`src/rtl/swr_pkg.sv`:
```
// Shared types for the shared-word write resolver.
package swr_pkg;
    typedef enum logic [1:0] {
        MD_EXCL   = 2'b00,
        MD_COMMON = 2'b01,
        MD_ARB    = 2'b10,
        MD_PRIO   = 2'b11
    } swr_mode_e;
endpackage

```
`src/rtl/swr_wdetect.sv`:
```
// Write detector: counts the writers, finds the lowest-numbered one, and
// tells whether every writer offers the same value as that lowest writer.
// Assumes wr_data is packed with port i at bits [i*DW +: DW].
module swr_wdetect #(
    parameter int NPORT = 4,
    parameter int DW    = 8,
    localparam int IW   = (NPORT > 1) ? $clog2(NPORT) : 1,
    localparam int CW   = $clog2(NPORT + 1)
) (
    input  logic [NPORT-1:0]    vld,
    input  logic [NPORT*DW-1:0] data,
    output logic [CW-1:0]       cnt,
    output logic [IW-1:0]       low_idx,
    output logic                agree
);
    logic [DW-1:0] lane [NPORT];

    // unpack the flat data bus into one lane per port
    for (genvar g = 0; g < NPORT; g++) begin : g_lane
        assign lane[g] = data[g*DW +: DW];
    end

    // lowest writer, obtained by scanning from the top port down
    always_comb begin
        low_idx = '0;
        for (int i = NPORT - 1; i >= 0; i--) begin
            if (vld[i]) low_idx = IW'(i);
        end
    end

    // writer count and value agreement with the lowest writer
    always_comb begin
        cnt   = '0;
        agree = 1'b1;
        for (int i = 0; i < NPORT; i++) begin
            if (vld[i]) begin
                cnt = cnt + CW'(1);
                if (lane[i] != lane[low_idx]) agree = 1'b0;
            end
        end
    end
endmodule

```
`src/rtl/swr_rotpick.sv`:
```
// Rotating picker: returns the first requesting port at or above ptr,
// wrapping past the highest port. Assumes ptr < NPORT.
module swr_rotpick #(
    parameter int NPORT = 4,
    localparam int IW   = (NPORT > 1) ? $clog2(NPORT) : 1
) (
    input  logic [NPORT-1:0] vld,
    input  logic [IW-1:0]    ptr,
    output logic [IW-1:0]    win
);
    // scan the offsets from the farthest back to the nearest, so the nearest one wins
    always_comb begin
        win = ptr;
        for (int k = NPORT - 1; k >= 0; k--) begin
            int j;
            j = int'(ptr) + k;
            if (j >= NPORT) j = j - NPORT;
            if (vld[j]) win = IW'(j);
        end
    end
endmodule

```
`src/rtl/swr_rdgate.sv`:
```
// Read gate: serves all readers, unless reads are exclusive and there is
// more than one reader, in which case no reader is served and a violation is raised.
module swr_rdgate #(
    parameter int NPORT = 4
) (
    input  logic [NPORT-1:0] rd_vld,
    input  logic             rd_excl,
    output logic [NPORT-1:0] rd_gnt,
    output logic             rd_bad
);
    // reader legality check and grant
    always_comb begin
        rd_bad = rd_excl && ($countones(rd_vld) > 1);
        rd_gnt = rd_bad ? '0 : rd_vld;
    end
endmodule

```
`src/rtl/share_word_resolver.sv`:
```
// Shared-word concurrent write resolver. Each cycle it chooses at most one
// write for the stored word, under the policy on mode_i, and flags illegal
// concurrency. Assumes that no port requests a read and a write in the
// same cycle, and that all ports share clk.
module share_word_resolver
    import swr_pkg::*;
#(
    parameter int NPORT = 4,
    parameter int DW    = 8,
    localparam int IW   = (NPORT > 1) ? $clog2(NPORT) : 1,
    localparam int CW   = $clog2(NPORT + 1)
) (
    input  logic                clk,
    input  logic                rst_n,
    input  logic [1:0]          mode_i,
    input  logic                rd_excl_i,
    input  logic [NPORT-1:0]    wr_vld_i,
    input  logic [NPORT*DW-1:0] wr_data_i,
    input  logic [NPORT-1:0]    rd_vld_i,
    output logic [NPORT-1:0]    rd_gnt_o,
    output logic [DW-1:0]       rd_data_o,
    output logic                commit_o,
    output logic [IW-1:0]       win_idx_o,
    output logic                viol_o,
    output logic                err_o
);
    logic [CW-1:0] w_cnt;
    logic [IW-1:0] low_idx, rot_win, ptr_q, sel_idx, ptr_nxt;
    logic          agree, rd_bad, do_commit, wr_bad;
    logic [DW-1:0] word_q;
    swr_mode_e     md;

    assign md = swr_mode_e'(mode_i);

    swr_wdetect #(.NPORT(NPORT), .DW(DW)) wdet_i (
        .vld(wr_vld_i), .data(wr_data_i), .cnt(w_cnt),
        .low_idx(low_idx), .agree(agree)
    );

    swr_rotpick #(.NPORT(NPORT)) rot_i (
        .vld(wr_vld_i), .ptr(ptr_q), .win(rot_win)
    );

    swr_rdgate #(.NPORT(NPORT)) rdg_i (
        .rd_vld(rd_vld_i), .rd_excl(rd_excl_i),
        .rd_gnt(rd_gnt_o), .rd_bad(rd_bad)
    );

    // policy decision: which writer commits and whether the write pattern is illegal
    always_comb begin
        do_commit = 1'b0;
        wr_bad    = 1'b0;
        sel_idx   = low_idx;
        case (md)
            MD_EXCL: begin
                do_commit = (w_cnt == CW'(1));
                wr_bad    = (w_cnt > CW'(1));
            end
            MD_COMMON: begin
                do_commit = (w_cnt != '0) && agree;
                wr_bad    = (w_cnt != '0) && !agree;
            end
            MD_ARB: begin
                do_commit = (w_cnt != '0);
                sel_idx   = rot_win;
            end
            default: begin
                do_commit = (w_cnt != '0);
            end
        endcase
    end

    // pointer successor of the arbitrary-mode winner, wrapping to port 0
    always_comb begin
        if (rot_win == IW'(NPORT - 1)) ptr_nxt = '0;
        else                           ptr_nxt = rot_win + IW'(1);
    end

    // stored word, commit report and rotating pointer
    always_ff @(posedge clk) begin
        if (!rst_n) begin
            word_q    <= '0;
            commit_o  <= 1'b0;
            win_idx_o <= '0;
            ptr_q     <= '0;
        end else begin
            commit_o <= do_commit;
            if (do_commit) begin
                word_q    <= wr_data_i[sel_idx*DW +: DW];
                win_idx_o <= sel_idx;
                if (md == MD_ARB) ptr_q <= ptr_nxt;
            end
        end
    end

    // violation pulse and sticky error flag
    always_ff @(posedge clk) begin
        if (!rst_n) begin
            viol_o <= 1'b0;
            err_o  <= 1'b0;
        end else begin
            viol_o <= wr_bad || rd_bad;
            if (wr_bad || rd_bad) err_o <= 1'b1;
        end
    end

    assign rd_data_o = word_q;
endmodule

```
`config.mk`:
```
export PLATFORM = sky130hd
export DESIGN_NAME = share_word_resolver
export DESIGN_NICKNAME = d
export VERILOG_FILES = /design/src/rtl/swr_pkg.sv /design/src/rtl/swr_wdetect.sv /design/src/rtl/swr_rotpick.sv /design/src/rtl/swr_rdgate.sv /design/src/rtl/share_word_resolver.sv
export SDC_FILE = /design/constraint.sdc
export NUM_CORES = 1
export LEC_CHECK = 0
export BUFFER_PORTS_ARGS = -buffer_cell sky130_fd_sc_hd__buf_4
export CORE_MARGIN = 1
export CORE_UTILIZATION = 40
export DETAILED_ROUTE_END_ITERATION = 8
export GPL_ROUTABILITY_DRIVEN = 0
export GPL_TIMING_DRIVEN = 0
export PLACE_DENSITY = 0.72
export SYNTH_ARGS = -nofsm -noshare
export SYNTH_HDL_FRONTEND = slang
export SYNTH_SLANG_ARGS = --single-unit
```
`constraint.sdc`:
```
create_clock -name clk -period 2.55 [get_ports clk]
set_clock_uncertainty 0.1 [all_clocks]
set_input_delay 0.255 -clock clk [delete_from_list [all_inputs] [get_ports clk]]
set_output_delay 0.255 -clock clk [all_outputs]
set_load 0.03 [all_outputs]
```
Word-level counts from Yosys, hierarchy flattened. Index checks and enable logic that the tools add are counted. W data, S select, Z words.

Register bits: 15. Latch bits: 0. Memory bits (writable): 0. Memory bits (read-only): 0. Bits of input ports: 45. Output and inout port bits: 17. Logic and storage cells: 93. Memories kept: 0.

Add/subtract/negate cells: 14. Multipliers: 0. Div/mod/pow operators: 0. Magnitude comparators: 11. Equality and inequality tests: 8. Shifts and indexed selects: 1. Multiplexer cells: 44. Bitwise operators: 1. Reductions and logical operators: 8.

Operator list (number): $lt A32 B4 Y1 const B (4); $mux W32 (4); $ge A32 B4 Y1 const B (3); $sub A32 B4 Y32 const B (3); $add A32 B32 Y32 (1); $gt A32 B2 Y1 const B (1); $ne A8 B8 Y1 (4); $shiftx A32 B6 Y8 (1); $mux W2 (10); $mux W1 (17); $bmux W8 S2 (1); $mux W8 (2); $mux W3 (3); $bmux W1 S2 (4); $add A2 B2 Y3 const B (2); $add A3 B1 Y3 const B (2); $add A1 B1 Y2 (2); $eq A2 B2 Y1 const B (2); $mux W4 (1); $pmux W1 S2 (2); $sub A2 B3 Y4 const B (1); $add A2 B1 Y3 const B (1); $eq A3 B1 Y1 const B (1); $ge A2 B3 Y1 const B (1); other kinds (12) (14).

Logic depth before layout (Yosys ltp).
Depth after elaboration: 21. Mapped depth: 11. Gate-level depth less buffers: 9.

Modules after synthesis. A second synthesis with hierarchy kept.

Cell total of the unflattened synthesis: 279. Area total of the unflattened synthesis: 2149.6 um^2.

By module, submodules not included: share_word_resolver (instances 1, cells each 117, area an instance 1017.2 um^2, seq. area each 300.3 um^2); swr_wdetect (instances 1, cells each 137, area an instance 978.4 um^2, seq. area each 0.0 um^2); swr_rotpick (instances 1, cells each 15, area an instance 83.8 um^2, seq. area each 0.0 um^2); swr_rdgate (instances 1, cells each 10, area an instance 70.1 um^2, seq. area each 0.0 um^2).

Worst setup path before layout. OpenSTA, ideal clock, no wires.

Path kind: input to register. Start: input port wr_vld_i[1]. End: register word_q[0], in the netlist rd_data_o[0]. Library setup time: 0.072 ns. Arrival time: 2.291 ns. Data required time: 2.378 ns. Slack: 0.088 ns. Cell stages on the path: 11. Buffers on the path: 2. Cells stage by stage: buf_6 -> inv_1 -> ha_1 -> xor2_1 -> ha_1 -> xnor2_1 -> nor3_1 -> a2111oi_0 -> nand4b_2 -> buf_6 -> mux2i_1.

Cells in the longest elaborated chain, start to end: 17. Elaborated cells between the ends (all ways): 45. Those cells by class: add/sub (2); eq/ne (5); shift (1); mux (34); bitwise (1); reduce/logical (2).

Ends and longest elaborated chain: from (decl) (line share_word_resolver.sv:17) `input logic [NPORT-1:0] wr_vld_i,`; $mux W2 (2 in a row) (line swr_wdetect.sv:27) `if (vld[i]) low_idx = IW'(i);`; $not A2 Y3 (not written as such) (line swr_wdetect.sv:38) `if (lane[i] != lane[low_idx]) agree = 1'b0;`; $bmux W8 S2 (line swr_wdetect.sv:38); $mux W8 (not written as such) (2 in a row) (line swr_wdetect.sv:38); $ne A8 B8 Y1 (line swr_wdetect.sv:38); $mux W1 (line swr_wdetect.sv:38); $mux W1 (line swr_wdetect.sv:36) `if (vld[i]) begin`; $mux W1 (line swr_wdetect.sv:38); $mux W1 (line swr_wdetect.sv:36); $mux W1 (line swr_wdetect.sv:38); $mux W1 (line swr_wdetect.sv:36); $mux W1 (line swr_wdetect.sv:38); $mux W1 (line swr_wdetect.sv:36); $logic_and A1 B1 Y1 (line share_word_resolver.sv:60) `do_commit = (w_cnt != '0) && agree;`; $pmux W1 S2 (line share_word_resolver.sv:54) `case (md)`; to (signal assigned) (line share_word_resolver.sv:89) `word_q <= wr_data_i[sel_idx*DW +: DW];`; to (decl) (line share_word_resolver.sv:30) `logic [DW-1:0] word_q;`.

Several ways; a longest one is shown, not always the timed one. The select of a mux whose other input is x is not followed. A chain may end at the register's enable or synchronous reset.

Final worst setup path.
Start: input port wr_vld_i[1]. End: register word_q[2], in the netlist rd_data_o[2].

The elaborated chain is that of the path after synthesis.

==> out/results.txt <==
Main combinational cell family by area after synthesis = simple AND/OR/NAND/NOR gates
Total of max-cap violations = 0
Post-synth top area share = 15.64%
Combinational Power Share = 54.6%
Async set-or-reset flop fraction in the synthesized netlist = 0%
Net switching power = 389.1 uW
Cell Area, Synth = 1921 um^2
CP peak stage delay = 290 ps
DRT antenna net count = 0
Clock sinks = 15
Outcome = finished, violations left
IO Port Bufs = 59
Worst-Margin Slew = 602.0 ps
Root buf cell = clkbuf_8
Crit start category = input pin
Synth area leader = dfxtp_1
Inserted Clock Buffers = 3
Initial antenna violation count = 0
Worst hold stages = 3
Critical Path Stages = 12
Row count = 24
Cell count after synthesis = 238
Cell area after layout = 2585 um^2
Compound-Gate Fraction of Synth Area = 20.26%
Count of state elements after synthesis = 15
Max Slew Vio Count = 0
Failing checks = design-rule violations
Commonest cells in the netlist = 36 x nand2_1, 16 x a21oi_1, 15 x dfxtp_1, 12 x and4_1, 11 x a31oi_1
Total GRT Usage = 20.79%
Seq pwr share = 27.2%
Mux contribution to synthesized area = 14.59%
Most frequent CP cell = buf_6
Worst setup path category = input pin to flip-flop
Min Hold Slack = 199.4 ps
Yosys warns = 0
TritonCTS clock tree = yes
Setup violators final = 0
Simple-Gate Fraction of Synth Area = 33.94%
Nets = 358
CP arrival = 2460 ps
Slowest cell on crit path = nor4_4
Fmax achieved = 411.0 MHz
Die Y = 71.29 um
CP bufs+invs = 4
Clk pwr share = 18.2%
Largest net degree at the start of global routing = 11
DP Worst Slack = -393.0 ps
Core area = 4474 um^2
Main synth FF type = dfxtp_1
Synth area leaders = dfxtp_1 16%, mux4_2 9.4%, nand2_1 7.0%
P_int = 631.7 uW
Synth Area in Adders = 4.300%
Layout cells sized above 1 = 34.31%
R2R depth = 7
Vias in the first global route = 1836
Number of diodes = 0
First-pass GRT wire length = 8452 um
DIE AREA = 5082 um^2
TNS Setup = 0 ps
PwrDens = 394.9 nW/um^2
Area delta synth->final = 34.59%
H-tree depth = 1
Post-synthesis average cell area = 8.070 um^2
Worst Setup End Kind = flip-flop
Sw Share = 38.12%
DRC viols = 3
Total wire length = 5229 um
TritonRoute pass-1 iters = 6
Routed len/inst = 14.61 um
Vias/cell = 5.777
Number of fill cells = 425
Detailed Route Iter0 Violations = 102
Die X = 71.29 um
Crit path time final = 2433 ps
Hold Path Class = input pin to flip-flop
Dpl hpwl = 4006 um
Maximum root-to-sink buffer count = 2
Max_slew headroom = 59.68%
P_leak = 1.105 nW
Fin crit share = 95.42%
Worst setup margin = 116.8 ps
Grt ovf = 0
Seq/Total Area, Yosys = 15.64%
Post-Synth XOR/XNOR Area = 5.016%
Number of failing hold endpoints at the final stage = 0
Clock slew at reported path FFs = 60 ps
Via count = 2068
Initial core utilization = 42.93%
Worst-path fanout max = 10
Net Count, Synth = 289
I/O Pins = 62
Synth cell types = 46
Maximum VDD drop = 0.1506 mV
Critical Path RT = 2580 ps
Crit path max-delay family = simple AND/OR/NAND/NOR gates
Post-synth EDFFs = 0
Top-count cell post-synth = nand2_1
Placed cell areas = 2429 um^2
Crit-path cells = buf_4 -> buf_6 -> or2_1 -> buf_6 -> a21o_4 -> and4_1 -> nor4_4 -> a41oi_1 -> a31oi_4 -> nand4b_4 -> buf_6 -> mux2i_1
Clock latency on the worst-skew pair = 240 ps
-- state kept, by name, summed over array words and instances, names as in the netlist --
signal,count
commit_o,1
err_o,1
viol_o,1
rd_data_o,8
ptr_q,2
win_idx_o,2
-- tightest hold or removal path, stage by stage --
cell      delay, ps
buf_4           120
nand2b_1         60
mux2i_1          60
-- cell families (layout without fill, tap and decap cells) --
| kind of cell | count (synthesis) | count (layout) |
|---|---|---|
| fa+ha+maj | 6 | 6 |
| xor+xnor | 11 | 11 |
| simple gates | 106 | 106 |
| flops | 15 | 15 |
| compound gates | 60 | 60 |
| mux | 18 | 18 |
| buf+inv | 22 | 90 |
-- area by class of cell --
class	count	area [um^2]	share of cell area [%]
clock inverter	1	5.005	0.1936
sequential	15	300.3	11.62
timing repair buffer	64	480.5	18.59
buffer	13	87.58	3.388
tap	52	65.06	2.517
inverter	9	33.78	1.307
clock buffer	3	41.29	1.597
multi-input combinational	201	1572	60.79
-- cells in the final DEF, fill, tap and decap left out, types with 4 or more instances in the layout --
cell / netlist / layout
a21o_1: 7 / 7
a21oi_1: 16 / 15
a31oi_1: 11 / 11
and3_1: 9 / 9
and4_1: 12 / 12
and4_4: 4 / 4
buf_4: 3 / 67
dfxtp_1: 15 / 15
ha_1: 5 / 5
inv_1: 9 / 9
mux2i_1: 10 / 10
mux4_2: 8 / 8
nand2_1: 36 / 36
nand3b_1: 8 / 8
nor2_1: 8 / 8
nor2b_1: 7 / 7
nor4_2: 4 / 5
o21ai_0: 10 / 5
o21ai_1: 0 / 5
o22ai_1: 4 / 4
xor2_1: 10 / 10
-- through the flow --
stage	std cells	utilization, %	power (mW)
4_1_cts	353	55.59	0.9960
3_5_place_dp	349	54.28	0.8060
6_report	358	57.77	1.021
3_3_place_gp	349	54.28	0.8013
5_1_grt	358	57.77	1.091
2_1_floorplan	238	-	0.6308
-- per-layer routing --
metal | wire length (um) | track usage (%)
met4 | 52 | 5.778
met1 | 2417 | 29.95
met3 | 344 | 1.688
met2 | 2415 | 33.44
met5 | 0 | 0
-- power by group through the flow --
stage	Sequential, mW	Clock, mW	Combinational [mW]
floorplan	0.334	0	0.296
global placement	0.283	0	0.518
CTS	0.278	0.189	0.529
global route	0.282	0.203	0.606
finish	0.278	0.185	0.558
detailed placement	0.283	0	0.523
-- path summary, 6_finish.rpt --
kind	to	slack (ps)	start
hold / removal	win_idx_o[1]$_SDFFE_PN0P_	200	rst_n
setup reg to reg	rd_data_o[2]$_SDFFE_PN0P_	350	ptr_q[1]$_SDFFE_PN0P_
setup / recovery	rd_data_o[2]$_SDFFE_PN0P_	120	wr_vld_i[1]
hold reg to reg	rd_data_o[0]$_SDFFE_PN0P_	360	rd_data_o[0]$_SDFFE_PN0P_
-- what timing repair did --
item,in CTS,in global routing
hold buffers,0,0
endpoints found under the hold margin,0,0
endpoints found under the setup margin,10,11
buffers inserted,0,5
pin swaps,1,3
gates resized for setup,3,14
No activity file was read; power rests on OpenSTA's default activity.
